==> src/rtl/cfl_pkg.sv <==
package cfl_pkg;

  typedef enum logic [2:0] {
    ST_IDLE,
    ST_LOAD,
    ST_SETUP,
    ST_BFALL,
    ST_AFALL,
    ST_REST,
    ST_LATCH
  } cfl_state_e;

  function automatic int max_of4(int a, int b, int c, int d);
    int m;
    m = a;
    if (b > m) m = b;
    if (c > m) m = c;
    if (d > m) m = d;
    return m;
  endfunction

  // Last stage of an odd-indexed register that feeds a further register:
  // its value always equals the next register's first stage.
  function automatic bit is_tie(int pos, int reg_bits, int nregs);
    int r;
    r = pos / reg_bits;
    return ((pos % reg_bits) == reg_bits - 1) && ((r % 2) == 1) && (r < nregs - 1);
  endfunction

endpackage

==> src/rtl/cfl_frame_store.sv <==
module cfl_frame_store #(
  parameter int FRAME_BITS = 128,
  parameter int USED_BITS  = 120,
  parameter int IDX_W      = 7
) (
  input  logic                  clk,
  input  logic                  rst,
  input  logic                  capture,
  input  logic [FRAME_BITS-1:0] frame_i,
  input  logic [IDX_W-1:0]      sel_i,
  output logic                  bit_o
);

  logic [FRAME_BITS-1:0] used_mask;
  logic [FRAME_BITS-1:0] frame_q;

  for (genvar j = 0; j < FRAME_BITS; j++) begin : g_mask
    assign used_mask[j] = (j < USED_BITS);
  end

  always_ff @(posedge clk) begin
    if (rst) begin
      frame_q <= '0;
    end else if (capture) begin
      frame_q <= frame_i & used_mask;
    end
  end

  assign bit_o = frame_q[sel_i];

endmodule

==> src/rtl/cfl_bit_walker.sv <==
module cfl_bit_walker #(
  parameter int FRAME_BITS = 128,
  parameter int REG_BITS   = 32,
  parameter int IDX_W      = 7
) (
  input  logic             clk,
  input  logic             rst,
  input  logic             init,
  input  logic             step,
  output logic [IDX_W-1:0] idx_o,
  output logic [IDX_W-1:0] idx_next_o,
  output logic             last_o
);

  localparam int NREGS = FRAME_BITS / REG_BITS;

  logic [FRAME_BITS-1:0] tie_mask;
  logic [IDX_W-1:0]      idx_q;
  logic [IDX_W-1:0]      idx_m1;

  for (genvar j = 0; j < FRAME_BITS; j++) begin : g_tie
    assign tie_mask[j] = cfl_pkg::is_tie(j, REG_BITS, NREGS);
  end

  assign idx_m1 = idx_q - IDX_W'(1);

  always_comb begin
    if (idx_q == '0) begin
      idx_next_o = '0;
    end else if (idx_q >= IDX_W'(2) && tie_mask[idx_m1]) begin
      idx_next_o = idx_q - IDX_W'(2);
    end else begin
      idx_next_o = idx_m1;
    end
  end

  always_ff @(posedge clk) begin
    if (rst || init) begin
      idx_q <= IDX_W'(FRAME_BITS - 1);
    end else if (step) begin
      idx_q <= idx_next_o;
    end
  end

  assign idx_o  = idx_q;
  assign last_o = (idx_q == '0);

  // the walker never rests on a tie position
  p_skip_tie_r7: assert property (@(posedge clk) disable iff (rst)
    step |=> !tie_mask[idx_q]);

  // each step moves strictly toward the head of the chain
  p_step_down_r6: assert property (@(posedge clk) disable iff (rst)
    (step && !last_o && !init) |=> (idx_q < $past(idx_q)));

endmodule

==> src/rtl/cfl_interval.sv <==
module cfl_interval #(
  parameter int CNT_W = 5
) (
  input  logic             clk,
  input  logic             rst,
  input  logic             load,
  input  logic [CNT_W-1:0] load_val,
  output logic             zero_o
);

  logic [CNT_W-1:0] cnt_q;

  always_ff @(posedge clk) begin
    if (rst) begin
      cnt_q <= '0;
    end else if (load) begin
      cnt_q <= load_val;
    end else if (cnt_q != '0) begin
      cnt_q <= cnt_q - CNT_W'(1);
    end
  end

  assign zero_o = (cnt_q == '0);

endmodule

==> src/rtl/cascade_frame_loader.sv <==
module cascade_frame_loader #(
  parameter int FRAME_BITS = 128,
  parameter int REG_BITS   = 32,
  parameter int USED_BITS  = 120,
  parameter int T_HIGH     = 9,
  parameter int T_LOW      = 9,
  parameter int T_GAP      = 20,
  parameter int T_LATCH    = 4
) (
  input  logic                  clk,
  input  logic                  rst,
  input  logic                  start_i,
  input  logic [FRAME_BITS-1:0] frame_i,
  output logic                  busy_o,
  output logic                  done_o,
  output logic                  sdata_o,
  output logic                  clka_o,
  output logic                  clkb_o,
  output logic                  latch_o
);

  import cfl_pkg::*;

  localparam int IDX_W = (FRAME_BITS > 1) ? $clog2(FRAME_BITS) : 1;
  localparam int CNT_W = $clog2(max_of4(T_HIGH, T_LOW, T_GAP, T_LATCH) + 1);

  cfl_state_e       state_q, state_d;
  logic             cnt_load;
  logic [CNT_W-1:0] cnt_val;
  logic             cnt_zero;
  logic             cap_w;
  logic             walk_init;
  logic             walk_step;
  logic [IDX_W-1:0] idx_w;
  logic [IDX_W-1:0] idx_next_w;
  logic [IDX_W-1:0] sel_w;
  logic             last_w;
  logic             bit_w;

  cfl_frame_store #(
    .FRAME_BITS(FRAME_BITS),
    .USED_BITS (USED_BITS),
    .IDX_W     (IDX_W)
  ) u_store (
    .clk    (clk),
    .rst    (rst),
    .capture(cap_w),
    .frame_i(frame_i),
    .sel_i  (sel_w),
    .bit_o  (bit_w)
  );

  cfl_bit_walker #(
    .FRAME_BITS(FRAME_BITS),
    .REG_BITS  (REG_BITS),
    .IDX_W     (IDX_W)
  ) u_walker (
    .clk       (clk),
    .rst       (rst),
    .init      (walk_init),
    .step      (walk_step),
    .idx_o     (idx_w),
    .idx_next_o(idx_next_w),
    .last_o    (last_w)
  );

  cfl_interval #(
    .CNT_W(CNT_W)
  ) u_interval (
    .clk     (clk),
    .rst     (rst),
    .load    (cnt_load),
    .load_val(cnt_val),
    .zero_o  (cnt_zero)
  );

  always_comb begin
    state_d   = state_q;
    cnt_load  = 1'b0;
    cnt_val   = '0;
    cap_w     = 1'b0;
    walk_init = 1'b0;
    walk_step = 1'b0;
    unique case (state_q)
      ST_IDLE: begin
        if (start_i) begin
          state_d   = ST_LOAD;
          cap_w     = 1'b1;
          walk_init = 1'b1;
        end
      end
      ST_LOAD: begin
        state_d  = ST_SETUP;
        cnt_load = 1'b1;
        cnt_val  = CNT_W'(T_HIGH - 1);
      end
      ST_SETUP: begin
        if (cnt_zero) begin
          state_d  = ST_BFALL;
          cnt_load = 1'b1;
          cnt_val  = CNT_W'(T_GAP - 1);
        end
      end
      ST_BFALL: begin
        if (cnt_zero) begin
          state_d  = ST_AFALL;
          cnt_load = 1'b1;
          cnt_val  = CNT_W'(T_LOW - 1);
        end
      end
      ST_AFALL: begin
        if (cnt_zero) begin
          cnt_load = 1'b1;
          cnt_val  = CNT_W'(T_HIGH - 1);
          if (last_w) begin
            state_d = ST_REST;
          end else begin
            state_d   = ST_SETUP;
            walk_step = 1'b1;
          end
        end
      end
      ST_REST: begin
        if (cnt_zero) begin
          state_d  = ST_LATCH;
          cnt_load = 1'b1;
          cnt_val  = CNT_W'(T_LATCH - 1);
        end
      end
      ST_LATCH: begin
        if (cnt_zero) state_d = ST_IDLE;
      end
      default: state_d = ST_IDLE;
    endcase
  end

  assign sel_w = walk_step ? idx_next_w : idx_w;

  always_ff @(posedge clk) begin
    if (rst) begin
      state_q <= ST_IDLE;
      clka_o  <= 1'b1;
      clkb_o  <= 1'b1;
      sdata_o <= 1'b0;
      latch_o <= 1'b0;
      busy_o  <= 1'b0;
      done_o  <= 1'b0;
    end else begin
      state_q <= state_d;
      clka_o  <= (state_d != ST_AFALL);
      clkb_o  <= !(state_d == ST_BFALL || state_d == ST_AFALL);
      latch_o <= (state_d == ST_LATCH);
      busy_o  <= (state_d != ST_IDLE);
      done_o  <= (state_q == ST_LATCH) && (state_d == ST_IDLE);
      if (state_d == ST_SETUP || state_d == ST_BFALL || state_d == ST_AFALL) begin
        sdata_o <= bit_w;
      end else begin
        sdata_o <= 1'b0;
      end
    end
  end

  // idle output levels
  p_idle_levels_r1: assert property (@(posedge clk) disable iff (rst)
    !busy_o |-> (clka_o && clkb_o && !latch_o && !sdata_o));

  // the frame is only taken while idle
  p_start_ignored_r2: assert property (@(posedge clk) disable iff (rst)
    cap_w |-> !busy_o);

  // phase A falls only while phase B is already low
  p_clk_order_r3: assert property (@(posedge clk) disable iff (rst)
    $fell(clka_o) |-> !clkb_o);

  // phase B falls while phase A is high
  p_b_first_r3: assert property (@(posedge clk) disable iff (rst)
    $fell(clkb_o) |-> clka_o);

  // data moves only with both phases high
  p_data_hold_r5: assert property (@(posedge clk) disable iff (rst)
    !$stable(sdata_o) |-> (clka_o && clkb_o));

  // latch never overlaps a low phase
  p_latch_quiet_r9: assert property (@(posedge clk) disable iff (rst)
    latch_o |-> (clka_o && clkb_o));

  // done is a single-cycle pulse
  p_done_pulse_r10: assert property (@(posedge clk) disable iff (rst)
    done_o |=> !done_o);

  // busy ends together with the latch pulse and done
  p_busy_end_r10: assert property (@(posedge clk) disable iff (rst)
    $fell(busy_o) |-> (done_o && $fell(latch_o)));

endmodule

==> config.mk <==
export PLATFORM = sky130hd
export DESIGN_NAME = cascade_frame_loader
export DESIGN_NICKNAME = d
export VERILOG_FILES = /design/src/rtl/cfl_pkg.sv /design/src/rtl/cfl_frame_store.sv /design/src/rtl/cfl_bit_walker.sv /design/src/rtl/cfl_interval.sv /design/src/rtl/cascade_frame_loader.sv
export SDC_FILE = /design/constraint.sdc
export NUM_CORES = 1
export LEC_CHECK = 0
export BUFFER_PORTS_ARGS = -buffer_cell sky130_fd_sc_hd__buf_2
export CORE_ASPECT_RATIO = 1.5
export CORE_UTILIZATION = 40
export DETAILED_ROUTE_END_ITERATION = 12
export GPL_ROUTABILITY_DRIVEN = 0
export SYNTH_ARGS = -nofsm -noshare
export SYNTH_HDL_FRONTEND = slang
export SYNTH_SLANG_ARGS = --single-unit
==> constraint.sdc <==
create_clock -name clk -period 3.9 [get_ports clk]
set_clock_uncertainty 0.1 [all_clocks]
set_input_delay 0.39 -clock clk [delete_from_list [all_inputs] [get_ports clk]]
set_output_delay 0.39 -clock clk [all_outputs]
set_load 0.05 [all_outputs]
Word level (Yosys, flattened, before mapping)
Memories as Yosys holds them, arrays and structs flattened.
Cells that the tools add are included.
W data, S select, Z words.

storage, ports and cells
  bits of input ports = 131
  output and inout port bits = 6
  flip-flop bits (word level) = 141
  ROM bits = 128
  memories kept = 1

operators by class
  bitwise gates (word level) = 1
  $lt $le $gt $ge = 3
  $add $sub $neg = 3
  reduce and logical (&&, ||, !) cells = 17
  multiplexer cells = 27
  eq/ne operators = 11

memories
  name             words  width  rd ports  clocked after Yosys merged registers in  write ports  line                  text
  (no name shown)  128    1      1         0                                        0            cfl_bit_walker.sv:30  end else if (idx_q >= IDX_W'(2) && tie_mask[idx_m1]) begin

operators by type and width
  kind                   number
  $mux W3                7
  $mux W7                3
  $pmux W3 S7            1
  $pmux W5 S4            1
  $lt A7 B8 Y1 const B   2
  $eq A3 B3 Y1 const B   5
  $mux W5                3
  $eq A3 B2 Y1 const B   4
  $mux W1                8
  $bmux W1 S7            1
  $ge A7 B2 Y1 const B   1
  $logic_not A7 Y1       1
  $sub A7 B1 Y7 const B  1
  $sub A7 B2 Y7 const B  1
  $logic_not A3 Y1       2
  $logic_not A5 Y1       1
  $reduce_bool A5 Y1     1
  $sub A5 B1 Y5 const B  1
  $logic_or A1 B1 Y1     4
  $mux W4                1
  $reduce_or A2 Y1       2
  $reduce_or A4 Y1       1
  $eq A3 B1 Y1 const B   1
  $ne A3 B3 Y1 const B   1
  7 further kinds        8

Depth between registers and ports, before layout
  word-level depth = 9
  mapped depth = 16
  mapped depth without buffers = 13

By module
Synthesis repeated with hierarchy kept, for this count alone.

second synthesis, totals
  cells, all modules = 705
  area, all modules = 6980.4 sq um

modules (own cells, without submodules)
  module                cells an instance  seq. area each (sq um)  area an instance (sq um)  times used
  cfl_frame_store       497                2402.3                  5277.6                    1
  cfl_bit_walker        96                 140.1                   765.7                     1
  cascade_frame_loader  80                 180.2                   649.4                     1
  cfl_interval          32                 100.1                   287.8                     1

Worst setup path before layout
OpenSTA, ideal clock, no wires.

  path type = register to register
  start point = reg u_walker.idx_q[1] (netlist: u_walker.idx_o[1])
  end point = reg sdata_o
  library setup time = 0.122 ns
  stages on the path, launching flop included = 13
  buffers on the path = 0
  period minus slack after synthesis = 3.477 ns
  arrival time = 3.255 ns
  slack = 0.423 ns
  path through = dfxtp_1 inv_1 ha_1 or3b_1 or3_4 a211oi_4 nand2_2 a311oi_1 nor2_1 a32o_1 o41a_1 o211ai_1 a31oi_1

between the ends
  longest elaborated chain between the ends = 9

RTL lines
  element                                                            line                                                              text
  start: declaration                                                 cfl_bit_walker.sv:18                                              logic [IDX_W-1:0] idx_q;
  start signal: assignment                                           cfl_bit_walker.sv:39                                              idx_q <= IDX_W'(FRAME_BITS - 1);
  start signal: assignment                                           cfl_bit_walker.sv:41                                              idx_q <= idx_next_o;
  $sub A7 B1 Y7 or $logic_not A7 Y1 (tied branches)                  cfl_bit_walker.sv:25, cfl_bit_walker.sv:28, cfl_bit_walker.sv:46
  $mem_v2 Z128 W1 or $mux W3 (tied branches)                         n/a
  $mux W1 (implied by the code) or $mux W3 (tied branches)           cfl_bit_walker.sv:30, cascade_frame_loader.sv:112
  $logic_and A1 B1 Y1 or $pmux W3 S7 (tied branches)                 cfl_bit_walker.sv:30, cascade_frame_loader.sv:84
  $mux W7 or $eq A3 B2 Y1 (tied branches)                            cfl_bit_walker.sv:30, cascade_frame_loader.sv:155
  $mux W7 or $logic_or A1 B1 Y1 (tied branches)                      cfl_bit_walker.sv:28, cascade_frame_loader.sv:155
  $mux W7 or $logic_or A1 B1 Y1 (tied branches)                      n/a
  $bmux W1 S7 or $not A1 Y1 (tied branches)                          n/a
  $mux W1 (implied by the code) or $reduce_or A2 Y1 (tied branches)  n/a
  end signal: assignment                                             cascade_frame_loader.sv:156                                       sdata_o <= bit_w;
  end: declaration                                                   cascade_frame_loader.sv:16                                        output logic sdata_o,

Several ways; a longest one is shown, not always the timed one. The select of a mux whose other input is x is not followed.
A chain may end at the register's enable or synchronous reset.

Worst setup path after layout
  start point = reg u_walker.idx_q[2] (netlist: u_walker.idx_o[2])
  end point = reg sdata_o

Same word-level chain as after synthesis.

==> summary.md <==
| Metric | Value |
|---|---|
| Core Box Area | 16260 um^2 |
| Root Driver | clkbuf_16 |
| Final ANT Viol Nets | 0 |
| P_int | 3000 uW |
| Lkg Pwr | 0.003581 uW |
| Clock share of power | 0.331 |
| Top_reg_cell synth | dfxtp_1 |
| Final Util | 0.5073 |
| Status | finished, final reports clean |
| Multi-input combinational cell area | 3572 um^2 |
| Largest net degree at the start of global routing | 121 |
| Tcrit/Tclk final | 0.9507 |
| DRC viols | 0 |
| Bufs on Longest Clock Path | 2 |
| Die width | 107.4 um |
| Final WL | 18380 um |
| Fin area | 8249 um^2 |
| Synth async-reset ratio | 0 |
| Layout fillers | 1707 |
| Die Footprint | 17200 um^2 |
| Die Y | 160.1 um |
| Reg2Reg Depth | 14 |
| Layout cells sized above 1 | 0.2054 |
| Number of global-route vias before repair | 6189 |
| Yosys cell types | 61 |
| Post-synth EDFFs | 0 |
| IR Drop Worst-Case VDD | 0.6778 mV |
| Crit path time final | 3.708 ns |
| Number of vias per cell | 5.153 |
| Syn nets | 1033 |
| Placed Area | 7657 um^2 |
| First-pass GRT wire length | 29790 um |
| Final slew viol count | 0 |
| P per Cell Area | 541.0 nW/um^2 |
| # clock sinks | 141 |
| # H-tree levels | 4 |
| Worst Path Arrival | 3.91 ns |
| Register area | 2823 um^2 |
| Syn avg cell area | 7.451 um^2 |
| TritonCTS clock tree | done |
| Mapped Area | 6669 um^2 |
| Setup TNS | 0 ns |
| IO Count | 137 |
| Final hold vios | 0 |
| Warnings from Yosys | 0 |
| Slew margin rel. | 0.4407 |
| Sink of the worst hold path | u_store.frame_q[55] |
| DPL Wire Length | 12530 um |
| GRT Total Usage | 0.2222 |
| Area Overhead vs Synth | 23.70% |
| Hold depth | 3 |
| Sequential share of power | 0.401 |
| Initial antenna violation count | 0 |
| Sw frac | 0.3278 |
| R2r setup slk | 0.19 ns |
| Row count | 57 |
| Synth Register Bits | 141 |
| Final-stage net count | 1158 |
| Switching pwr | 1463 uW |
| WS Path Type | flop to flop |
| PortBufs | 128 |
| CTS hold repair buffers | 0 |
| RR Startpoint | u_walker.idx_o[2] |
| ANT cells | 0 |
| Routed WL per cell | 14.85 um |
| Fmax | 269.7 MHz |
| Remaining Overflow, GRT | 0 |
| Max-Cap Viols | 0 |
| Worst-Skew Late Latency | 0.42 ns |
| RR Endpoint | sdata_o |
| Initial core utilization | 0.4101 |
| CP Data Required Time | 4.10 ns |
| Crit start category | flop |
| CP Max Fanout | 18 |
| Register area share after synthesis | 0.4233 |
| Hold Path Class | input port to flop |
| Setup crit end kind | flop |
| Hold path start | frame_i[55] |
| Worst-margin pin slew | 0.8390 ns |
| Drt pass-1 iters | 5 |
| Num CTS Buffers | 17 |
| Clk pin slew, worst setup/hold paths | 0.06 ns |
| Logic pwr share | 0.268 |
| Initial drt markers | 264 |
| Post-synthesis cell count | 895 |
| DR vias | 6379 |
| Final setup viols | 0 |
[cells by family after synthesis]
kind of cell / synth area share
AOI/OAI and AO/OA: 0.1814
xor gates and xnor gates: 0.005254
adders and majority gates: 0.01313
buffers and inverters: 0.04747
DFF: 0.4233
muxes: 0.05891
and+or+nand+nor: 0.2706
[synthesized netlist by cell type, types with 4 or more instances]
| library cell | count | area (um^2) |
|---|---|---|
| a211oi_1 | 4 | 30.03 |
| a21oi_1 | 141 | 705.7 |
| a22oi_1 | 7 | 52.55 |
| a311oi_1 | 4 | 35.03 |
| a31oi_1 | 5 | 31.28 |
| and3_1 | 8 | 50.05 |
| buf_2 | 7 | 35.03 |
| buf_6 | 4 | 45.04 |
| clkbuf_1 | 48 | 180.2 |
| dfxtp_1 | 141 | 2823 |
| ha_1 | 7 | 87.58 |
| inv_1 | 8 | 30.03 |
| mux2i_1 | 37 | 370.4 |
| nand2_1 | 327 | 1227 |
| nand2b_1 | 8 | 50.05 |
| nand3_1 | 31 | 155.2 |
| nor2_1 | 21 | 78.83 |
| nor3_1 | 6 | 30.03 |
| o21ai_0 | 14 | 70.07 |
| or3_1 | 4 | 25.02 |
[repair_timing]
action                                  CTS  global route
pin swaps                                 1             2
setup buffers                             0             4
resized for setup                         0             4
endpoints found under the setup margin    1             1
[through the flow]
step | worst slack, ns | total power [uW] | hold WS [ns] | std cells
final | 0.1924 | 4462 | 0.09852 | 1238
after global routing | -0.02774 | 4750 | 0.09915 | 1238
after CTS | 0.009271 | 4503 | 0.08620 | 1234
after detailed placement | 0.006753 | 3024 | 0.3458 | 1203
after global placement | 0.03817 | 3004 | 0.3421 | 1203
after floorplan | 0.4234 | 2659 | 0.3357 | 895
[power groups by stage]
stage,combinational (uW),clock (uW),sequential [uW]
2_1_floorplan,855,0,1800
3_3_place_gp,1190,0,1810
3_5_place_dp,1210,0,1820
4_1_cts,1210,1510,1790
5_1_grt,1360,1570,1820
6_report,1190,1480,1790
[layout by cell type, fill, tap and decap left out, types with 4 or more instances in the layout]
cell | synthesis | final
ha_1 | 7 | 7
clkbuf_1 | 48 | 6
mux2i_1 | 37 | 37
a22oi_1 | 7 | 7
nor3_1 | 6 | 6
dfxtp_1 | 141 | 141
inv_1 | 8 | 8
buf_2 | 7 | 127
nand3_1 | 31 | 31
a21oi_1 | 141 | 141
nand2b_1 | 8 | 8
o21ai_0 | 14 | 14
a31oi_1 | 5 | 5
nor2_1 | 21 | 21
clkinv_2 | 0 | 4
clkbuf_16 | 0 | 17
buf_4 | 3 | 33
and3_1 | 8 | 8
buf_12 | 0 | 7
nand2_1 | 327 | 326
[metal layers]
metal	wire, um	track usage	up-vias
met5	0	0	-
met4	427	0.08717	0
met3	555	0.03469	24
met2	9769	0.4094	112
met1	7629	0.2508	2959
li1	-	-	3284
[state kept, by name, summed over array words and instances (netlist names)]
signal            count
u_store.frame_q     120
u_walker.idx_o        7
u_interval.cnt_q      5
state_q               3
busy_o                1
clka_o                1
clkb_o                1
done_o                1
latch_o               1
sdata_o               1
[how the worst max path moves through the flow]
stage                            from      end  slack, ns  depth (start not counted)
finish              u_walker.idx_o[2]  sdata_o       0.19                         14
global route        u_walker.idx_o[2]  sdata_o      -0.03                         16
CTS                 u_walker.idx_o[2]  sdata_o      0.009                         14
detailed placement  u_walker.idx_o[2]  sdata_o      0.007                         14
global placement    u_walker.idx_o[2]  sdata_o       0.04                         14
floorplan           u_walker.idx_o[1]  sdata_o       0.42                         12
[cell type report]
class	instances	area share
multi-input combinational	683	0.4330
clock inverter	7	0.008039
sequential	141	0.3422
timing repair buffer	168	0.1254
tap	206	0.03125
inverter	9	0.004095
clock buffer	24	0.05597
[critical path: stages, from the launching register on]
cell and delay, ns:
dfxtp_1 0.31, inv_1 0.10, ha_1 0.18, or3b_1 0.40
or3_4 0.40, a211oi_4 0.33, buf_6 0.16, a211oi_1 0.09
or3_4 0.42, buf_12 0.17, mux2i_1 0.14, a32o_1 0.22
o41a_1 0.36, o211ai_1 0.12, a31oi_1 0.06
Note: power is estimated with default switching activity, not from simulation.
